<file path="src/rtl/boost_emu_pkg.sv">
`timescale 1ns/1ps
package boost_emu_pkg;
  // number of multiplier passes in one update
  localparam int STEPS = 4;

  typedef enum logic [2:0] {
    ST_IDLE = 3'd0,
    ST_RS   = 3'd1,  // iL * (RL+Ron), and switch-gated current difference
    ST_RC   = 3'd2,  // Rc * difference
    ST_IL   = 3'd3,  // h/L * inductor voltage
    ST_VC   = 3'd4   // h/C * capacitor current, commit
  } step_e;
endpackage

</file>
<file path="src/rtl/boost_emu_seq.sv">
`timescale 1ns/1ps
module boost_emu_seq
  import boost_emu_pkg::*;
(
  input  logic  clk,
  input  logic  rst,
  input  logic  start,
  output step_e step,
  output logic  capture,
  output logic  busy,
  output logic  done
);
  step_e step_q;

  assign step    = step_q;
  assign busy    = (step_q != ST_IDLE);
  assign capture = (step_q == ST_IDLE) && start;

  always_ff @(posedge clk) begin
    if (rst) begin
      step_q <= ST_IDLE;
      done   <= 1'b0;
    end else begin
      done <= 1'b0;
      unique case (step_q)
        ST_IDLE: if (start) step_q <= ST_RS;
        ST_RS:   step_q <= ST_RC;
        ST_RC:   step_q <= ST_IL;
        ST_IL:   step_q <= ST_VC;
        ST_VC: begin
          step_q <= ST_IDLE;
          done   <= 1'b1;
        end
        default: step_q <= ST_IDLE;
      endcase
    end
  end
endmodule

</file>
<file path="src/rtl/boost_emu_mul.sv">
`timescale 1ns/1ps
module boost_emu_mul #(
  parameter int W    = 32,
  parameter int FRAC = 16
) (
  input  logic signed [W-1:0] op_a,
  input  logic signed [W-1:0] op_b,
  output logic signed [W-1:0] prod
);
  localparam int PW = 2 * W;
  localparam logic signed [W-1:0] MAXV = {1'b0, {(W-1){1'b1}}};
  localparam logic signed [W-1:0] MINV = {1'b1, {(W-1){1'b0}}};

  logic signed [PW-1:0] full;
  logic signed [PW-1:0] shifted;
  logic                 fits;

  always_comb begin
    full    = PW'(op_a) * PW'(op_b);
    shifted = full >>> FRAC;
    // result fits when all bits above the W-bit sign agree with it
    fits    = (shifted[PW-1:W-1] == {(PW-W+1){1'b0}}) ||
              (shifted[PW-1:W-1] == {(PW-W+1){1'b1}});
    if (fits)                prod = shifted[W-1:0];
    else if (shifted[PW-1])  prod = MINV;
    else                     prod = MAXV;
  end
endmodule

</file>
<file path="src/rtl/boost_emu_core.sv">
`timescale 1ns/1ps
module boost_emu_core
  import boost_emu_pkg::*;
#(
  parameter int W    = 32,
  parameter int K_HL = 697,
  parameter int K_HC = 3277,
  parameter int K_RS = 4653,
  parameter int K_RC = 3277
) (
  input  logic                clk,
  input  logic                rst,
  input  step_e               step,
  input  logic                capture,
  input  logic                sw_on,
  input  logic signed [W-1:0] vin_in,
  input  logic signed [W-1:0] io_in,
  input  logic signed [W-1:0] prod,
  output logic signed [W-1:0] mul_a,
  output logic signed [W-1:0] mul_b,
  output logic signed [W-1:0] il_q,
  output logic signed [W-1:0] vc_q,
  output logic signed [W-1:0] vo_q,
  output logic signed [W-1:0] lat_vin,
  output logic signed [W-1:0] lat_io,
  output logic                lat_gate
);
  localparam logic signed [W-1:0] ZERO = '0;
  localparam logic signed [W-1:0] C_HL = W'(K_HL);
  localparam logic signed [W-1:0] C_HC = W'(K_HC);
  localparam logic signed [W-1:0] C_RS = W'(K_RS);
  localparam logic signed [W-1:0] C_RC = W'(K_RC);
  localparam logic signed [W-1:0] MAXV = {1'b0, {(W-1){1'b1}}};
  localparam logic signed [W-1:0] MINV = {1'b1, {(W-1){1'b0}}};

  function automatic logic signed [W-1:0] clamp_w(input logic signed [W:0] s);
    if (s[W] != s[W-1]) return s[W] ? MINV : MAXV;
    return s[W-1:0];
  endfunction

  function automatic logic signed [W-1:0] sat_add(input logic signed [W-1:0] x,
                                                  input logic signed [W-1:0] y);
    return clamp_w({x[W-1], x} + {y[W-1], y});
  endfunction

  function automatic logic signed [W-1:0] sat_sub(input logic signed [W-1:0] x,
                                                  input logic signed [W-1:0] y);
    return clamp_w({x[W-1], x} - {y[W-1], y});
  endfunction

  // per-step scratch registers
  logic signed [W-1:0] rs_term;   // (RL+Ron)*iL
  logic signed [W-1:0] diff_q;    // gated iL - io
  logic signed [W-1:0] rc_term;   // Rc*diff
  logic signed [W-1:0] il_next;

  logic signed [W-1:0] gated_v;   // (vc + Rc*diff) when switch open
  logic signed [W-1:0] ind_v;     // voltage across the inductor

  always_comb begin
    gated_v = lat_gate ? sat_add(vc_q, rc_term) : ZERO;
    ind_v   = sat_sub(sat_sub(lat_vin, rs_term), gated_v);
    unique case (step)
      ST_RS:   begin mul_a = il_q;   mul_b = C_RS; end
      ST_RC:   begin mul_a = diff_q; mul_b = C_RC; end
      ST_IL:   begin mul_a = ind_v;  mul_b = C_HL; end
      ST_VC:   begin mul_a = diff_q; mul_b = C_HC; end
      default: begin mul_a = ZERO;   mul_b = ZERO; end
    endcase
  end

  always_ff @(posedge clk) begin
    if (rst) begin
      lat_vin  <= '0;
      lat_io   <= '0;
      lat_gate <= 1'b0;
      rs_term  <= '0;
      diff_q   <= '0;
      rc_term  <= '0;
      il_next  <= '0;
      il_q     <= '0;
      vc_q     <= '0;
      vo_q     <= '0;
    end else begin
      if (capture) begin
        lat_vin  <= vin_in;
        lat_io   <= io_in;
        lat_gate <= ~sw_on;
      end
      unique case (step)
        ST_RS: begin
          rs_term <= prod;
          diff_q  <= lat_gate ? sat_sub(il_q, lat_io) : sat_sub(ZERO, lat_io);
        end
        ST_RC: rc_term <= prod;
        ST_IL: il_next <= sat_add(il_q, prod);
        ST_VC: begin
          il_q <= il_next;
          vc_q <= sat_add(vc_q, prod);
          vo_q <= sat_add(vc_q, rc_term);
        end
        default: ;
      endcase
    end
  end
endmodule

</file>
<file path="src/rtl/boost_emu_stage.sv">
`timescale 1ns/1ps
module boost_emu_stage
  import boost_emu_pkg::*;
#(
  parameter int W    = 32,
  parameter int FRAC = 16,
  parameter int K_HL = 697,   // h/L  = 500ns / 47uH
  parameter int K_HC = 3277,  // h/C  = 500ns / 10uF
  parameter int K_RS = 4653,  // RL + Ron = 71 mOhm
  parameter int K_RC = 3277   // Rc   = 50 mOhm
) (
  input  logic                clk,
  input  logic                rst,
  input  logic                start,
  input  logic                sw_on,
  input  logic signed [W-1:0] vin_in,
  input  logic signed [W-1:0] io_in,
  output logic                busy,
  output logic                done,
  output logic signed [W-1:0] il_out,
  output logic signed [W-1:0] vc_out,
  output logic signed [W-1:0] vo_out
);
  step_e               step;
  logic                capture;
  logic signed [W-1:0] mul_a, mul_b, prod;
  logic signed [W-1:0] lat_vin, lat_io;
  logic                lat_gate;

  boost_emu_seq seq_i (
    .clk(clk), .rst(rst), .start(start),
    .step(step), .capture(capture), .busy(busy), .done(done)
  );

  boost_emu_mul #(.W(W), .FRAC(FRAC)) mul_i (
    .op_a(mul_a), .op_b(mul_b), .prod(prod)
  );

  boost_emu_core #(
    .W(W), .K_HL(K_HL), .K_HC(K_HC), .K_RS(K_RS), .K_RC(K_RC)
  ) core_i (
    .clk(clk), .rst(rst), .step(step), .capture(capture),
    .sw_on(sw_on), .vin_in(vin_in), .io_in(io_in), .prod(prod),
    .mul_a(mul_a), .mul_b(mul_b),
    .il_q(il_out), .vc_q(vc_out), .vo_q(vo_out),
    .lat_vin(lat_vin), .lat_io(lat_io), .lat_gate(lat_gate)
  );
endmodule

</file>
<file path="config.mk">
export PLATFORM = sky130hd
export DESIGN_NAME = boost_emu_stage
export DESIGN_NICKNAME = d
export VERILOG_FILES = /design/src/rtl/boost_emu_pkg.sv /design/src/rtl/boost_emu_seq.sv /design/src/rtl/boost_emu_mul.sv /design/src/rtl/boost_emu_core.sv /design/src/rtl/boost_emu_stage.sv
export SDC_FILE = /design/constraint.sdc
export NUM_CORES = 2
export LEC_CHECK = 0
export BUFFER_PORTS_ARGS = -buffer_cell sky130_fd_sc_hd__buf_2
export CAP_MARGIN = 5
export CELL_PAD_IN_SITES_DETAIL_PLACEMENT = 0
export CELL_PAD_IN_SITES_GLOBAL_PLACEMENT = 1
export CORE_ASPECT_RATIO = 0.8
export CORE_MARGIN = 2
export CORE_UTILIZATION = 40
export CTS_CLUSTER_SIZE = 20
export DETAILED_ROUTE_END_ITERATION = 16
export PLACE_DENSITY_LB_ADDON = 0.12
export SLEW_MARGIN = 20
export SYNTH_ARGS = -nofsm -noshare
export SYNTH_HDL_FRONTEND = slang
export SYNTH_HIERARCHICAL = 1
export SYNTH_SLANG_ARGS = --single-unit
</file>
<file path="constraint.sdc">
create_clock -name clk -period 24 [get_ports clk]
set_clock_uncertainty 0.15 [all_clocks]
set_input_delay 6 -clock clk [delete_from_list [all_inputs] [get_ports clk]]
set_output_delay 6 -clock clk [all_outputs]
set_load 0.02 [all_outputs]
</file>
==> run_results.csv <==
group,metric,value,unit
sta,worst_pin_slew,1.210,ns
final_layout,post-route-util,42.78,%
floorplanning,num_io_pins,166,
sta,setup_violations,0,
final_layout,ff_latch_area,0.005866,mm2
clock_network,cts_setup_buffers,0,
sta,final.period_utilization,86.21,%
placement,hpwlAfterDp,170.7,mm
setup_path,cp-end-kind,"flip-flop",
sta,max_slew_margin,18.72,%
placement,port_buffers,165,
flow_run,drv_cap,0,
detailed_routing,drc,0,
detailed_routing,first_iter_violations,4207,
detailed_routing,wl_per_cell,23.39,um
clock_network,clkTransAtPathRegs,0.07,ns
floorplanning,chipHeight,348.1,um
sta,min_period,20.69,ns
final_layout,drive_gt1_share,5.780,%
global_route,antenna_found_initial,18,
logic_synthesis,syn_inst,6970,
setup_path,r2r_end,"core_i/vc_q[30]",
sta,timing.fmax,48.33,MHz
setup_path,arrival,21.03,ns
logic_synthesis,post_synth.cell_area_avg,8.494,um2
logic_synthesis,ys_seq_area_share,9.908,%
setup_path,rr_worst_depth,61,
final_layout,multi_input_area,0.04799,mm2
clock_network,clock_path_buffers,3,
floorplanning,fp-row-count,126,
sta,timing.hold.ws,0.3034,ns
global_route,grt_pass1_wl,319.3,mm
sta,drv_slew,0,
setup_path,slowest_stage,"fa_1",
detailed_routing,route.vias.total,48380,
floorplanning,core-area,0.1472,mm2
run_status,status,"finished, final reports clean",
placement,placed_cells,8868,
clock_network,cts_tree,"built",
logic_synthesis,yosys_most_used_dff,"dfxtp_1",
clock_network,cts-buffers-inserted,29,
sta,finalHoldViolations,0,
clock_network,postCtsHoldBufs,0,
final_layout,final_nets,8443,
clock_network,cts.sinks,293,
logic_synthesis,synth.area.top_cells,"fa_1 37%, dfxtp_1 9.9%, ha_1 7.9%, inv_1 6.6%, nand2_1 6.3%",
detailed_routing,drtAntennaViolNets,0,
min_path,whs_path_depth,2,
logic_synthesis,async_flop_share,0,%
final_layout,area_growth_syn_to_layout,6.410,%
detailed_routing,wl,208.8,mm
clock_network,h-tree-depth,1,
logic_synthesis,synth-seq-cells,293,
logic_synthesis,synth_edf_count,0,
setup_path,slowest_delay,1.01,ns
setup_path,startpoint_type,"flip-flop",
setup_path,criticalPathCategory,"reg2reg",
detailed_routing,via_per_inst,5.418,
logic_synthesis,synth.top_cell.area_share,36.76,%
logic_synthesis,yosys_warnings,6,
sta,rsz0062_at_grt,"no",
global_route,grt_start_max_net_pins,80,
floorplanning,start_util,40.21,%
global_route,grt_overflow,0,
setup_path,rrSetupSlack,3.31,ns
min_path,hold_path_class,"reg2reg",
global_route,grtUsageTotal,27.94,%
clock_network,clock_latency,0.64,ns
final_layout,fillers,14990,
min_path,hold_path_end,"core_i/vo_q[31]",
sta,final.setup.tns,0,ns
final_layout,layout.cells.non_filler,8929,
floorplanning,die_w,434.1,um
global_route,grt_pass1_vias,48970,
logic_synthesis,yosysTopAreaCell,"fa_1",
setup_path,crit_top_cell,"fa_1",
clock_network,cts_resized,0,
setup_path,reg2reg_from,"core_i/lat_vin[0]",
min_path,hp-start,"core_i/vo_q[31]",
floorplanning,dieArea,0.1511,mm2
setup_path,worstPathMaxFanout,32,
clock_network,cts-root-buf,"clkbuf_16",
detailed_routing,first_pass_iters,5,
setup_path,critPathRequiredTime,24.34,ns
placement,gp_congestion,0.9545,
logic_synthesis,ys_types,97,
logic_synthesis,syn_area,0.05920,mm2
[registers in the layout, summed over array words and instances (netlist names), 32 cells and up]
name            count
core_i/diff_q      32
core_i/il_next     32
core_i/il_q        32
core_i/lat_io      32
core_i/lat_vin     32
core_i/rc_term     32
core_i/rs_term     32
core_i/vc_q        32
core_i/vo_q        32
[metrics by stage]
stage,area (um2),worst slack [ns]
2_1_floorplan,59280,7.464
3_3_place_gp,61930,3.517
3_5_place_dp,61960,3.408
4_1_cts,62960,3.338
5_1_grt,62980,1.930
6_report,63000,3.309
[cells in the final DEF, fill, tap and decap left out, drive strengths merged, types with 53 or more instances in the layout]
master  netlist  layout
nand2b       53      53
dfxtp       293     293
o21ai       306     306
inv        1042    1043
a21oi       383     383
buf          72     281
nand2       994     994
ha          373     373
a211oi       86      86
a21o        111     111
mux2i        67      67
nor2        343     343
nor3         78      78
and2        519     519
xor2         80      80
xnor2       170     170
fa         1087    1087
[critical path, delay by kind of cell, from the launching register on]
| family | cells | cell delay (ns) |
|---|---|---|
| and+or+nand+nor | 11 | 2.93 |
| adders and majority gates | 14 | 6.85 |
| AOI/OAI and AO/OA | 27 | 7.94 |
| buffers and inverters | 7 | 1.35 |
| DFF | 1 | 0.32 |
| xor gates and xnor gates | 2 | 0.92 |
[metal layers]
metal	routed length [um]	share of wire [%]	vias up	GRT usage, %
met1	108300	52	24850	46.20
met4	2802	1.3	0	3.224
met2	83450	40	1394	38.78
li1	-	-	22000	-
met3	14270	6.8	132	3.888
met5	0	0	-	0
[cell families (layout without fill, tap and decap cells)]
group           Yosys count  in the layout  synth area share, %
buf+inv                1432           1380                9.358
mux                      67             67                1.133
other cells               1             28             0.006334
fa+ha+maj              1504           1504                45.39
flops                   293            293                9.908
simple gates           2198           2198                17.51
compound gates         1225           1225                12.97
xor+xnor                250            250                3.724
[cells in the mapped netlist (28+ instances only)]
cell type / instances
o21a_1: 38
o21ai_0: 269
xor2_1: 80
a22oi_1: 31
a21oi_1: 382
xnor2_1: 168
o21ai_1: 37
clkbuf_1: 316
a21o_1: 111
a31oi_1: 40
and2_1: 518
mux2i_1: 67
buf_4: 28
a211oi_1: 85
nor2_1: 341
nor3_1: 76
maj3_1: 40
nand3_1: 49
o211ai_1: 30
buf_2: 30
ha_1: 373
inv_1: 1041
nand4_1: 38
nand2b_1: 53
dfxtp_1: 293
o21bai_1: 29
fa_1: 1087
nand2_1: 994
[area by class of cell]
class / count / share of cell area (%)
Inverter: 1044 / 6.224
Sequential cell: 293 / 9.311
Antenna cell: 7 / 0.02781
Multi-Input combinational cell: 5265 / 76.17
Clock inverter: 16 / 0.2741
Tap cell: 1984 / 3.940
Clock buffer: 38 / 1.317
Timing Repair Buffer: 282 / 2.731
[worst max-delay path by stage]
stage	start	to	slack, ns	cells after the start
6_report	core_i/lat_vin[0]	core_i/vc_q[30]	3.31	61
3_3_place_gp	core_i/vc_q[6]	core_i/vc_q[30]	3.52	60
2_1_floorplan	core_i/lat_vin[0]	core_i/il_next[4]	7.46	68
3_5_place_dp	core_i/vc_q[6]	core_i/vc_q[30]	3.41	60
4_1_cts	core_i/vc_q[0]	core_i/vc_q[30]	3.34	62
5_1_grt	core_i/lat_vin[0]	core_i/vc_q[30]	1.93	63
Power is not shown: default switching activity piles up to over one toggle a cycle in this logic, so the estimate is an artifact.
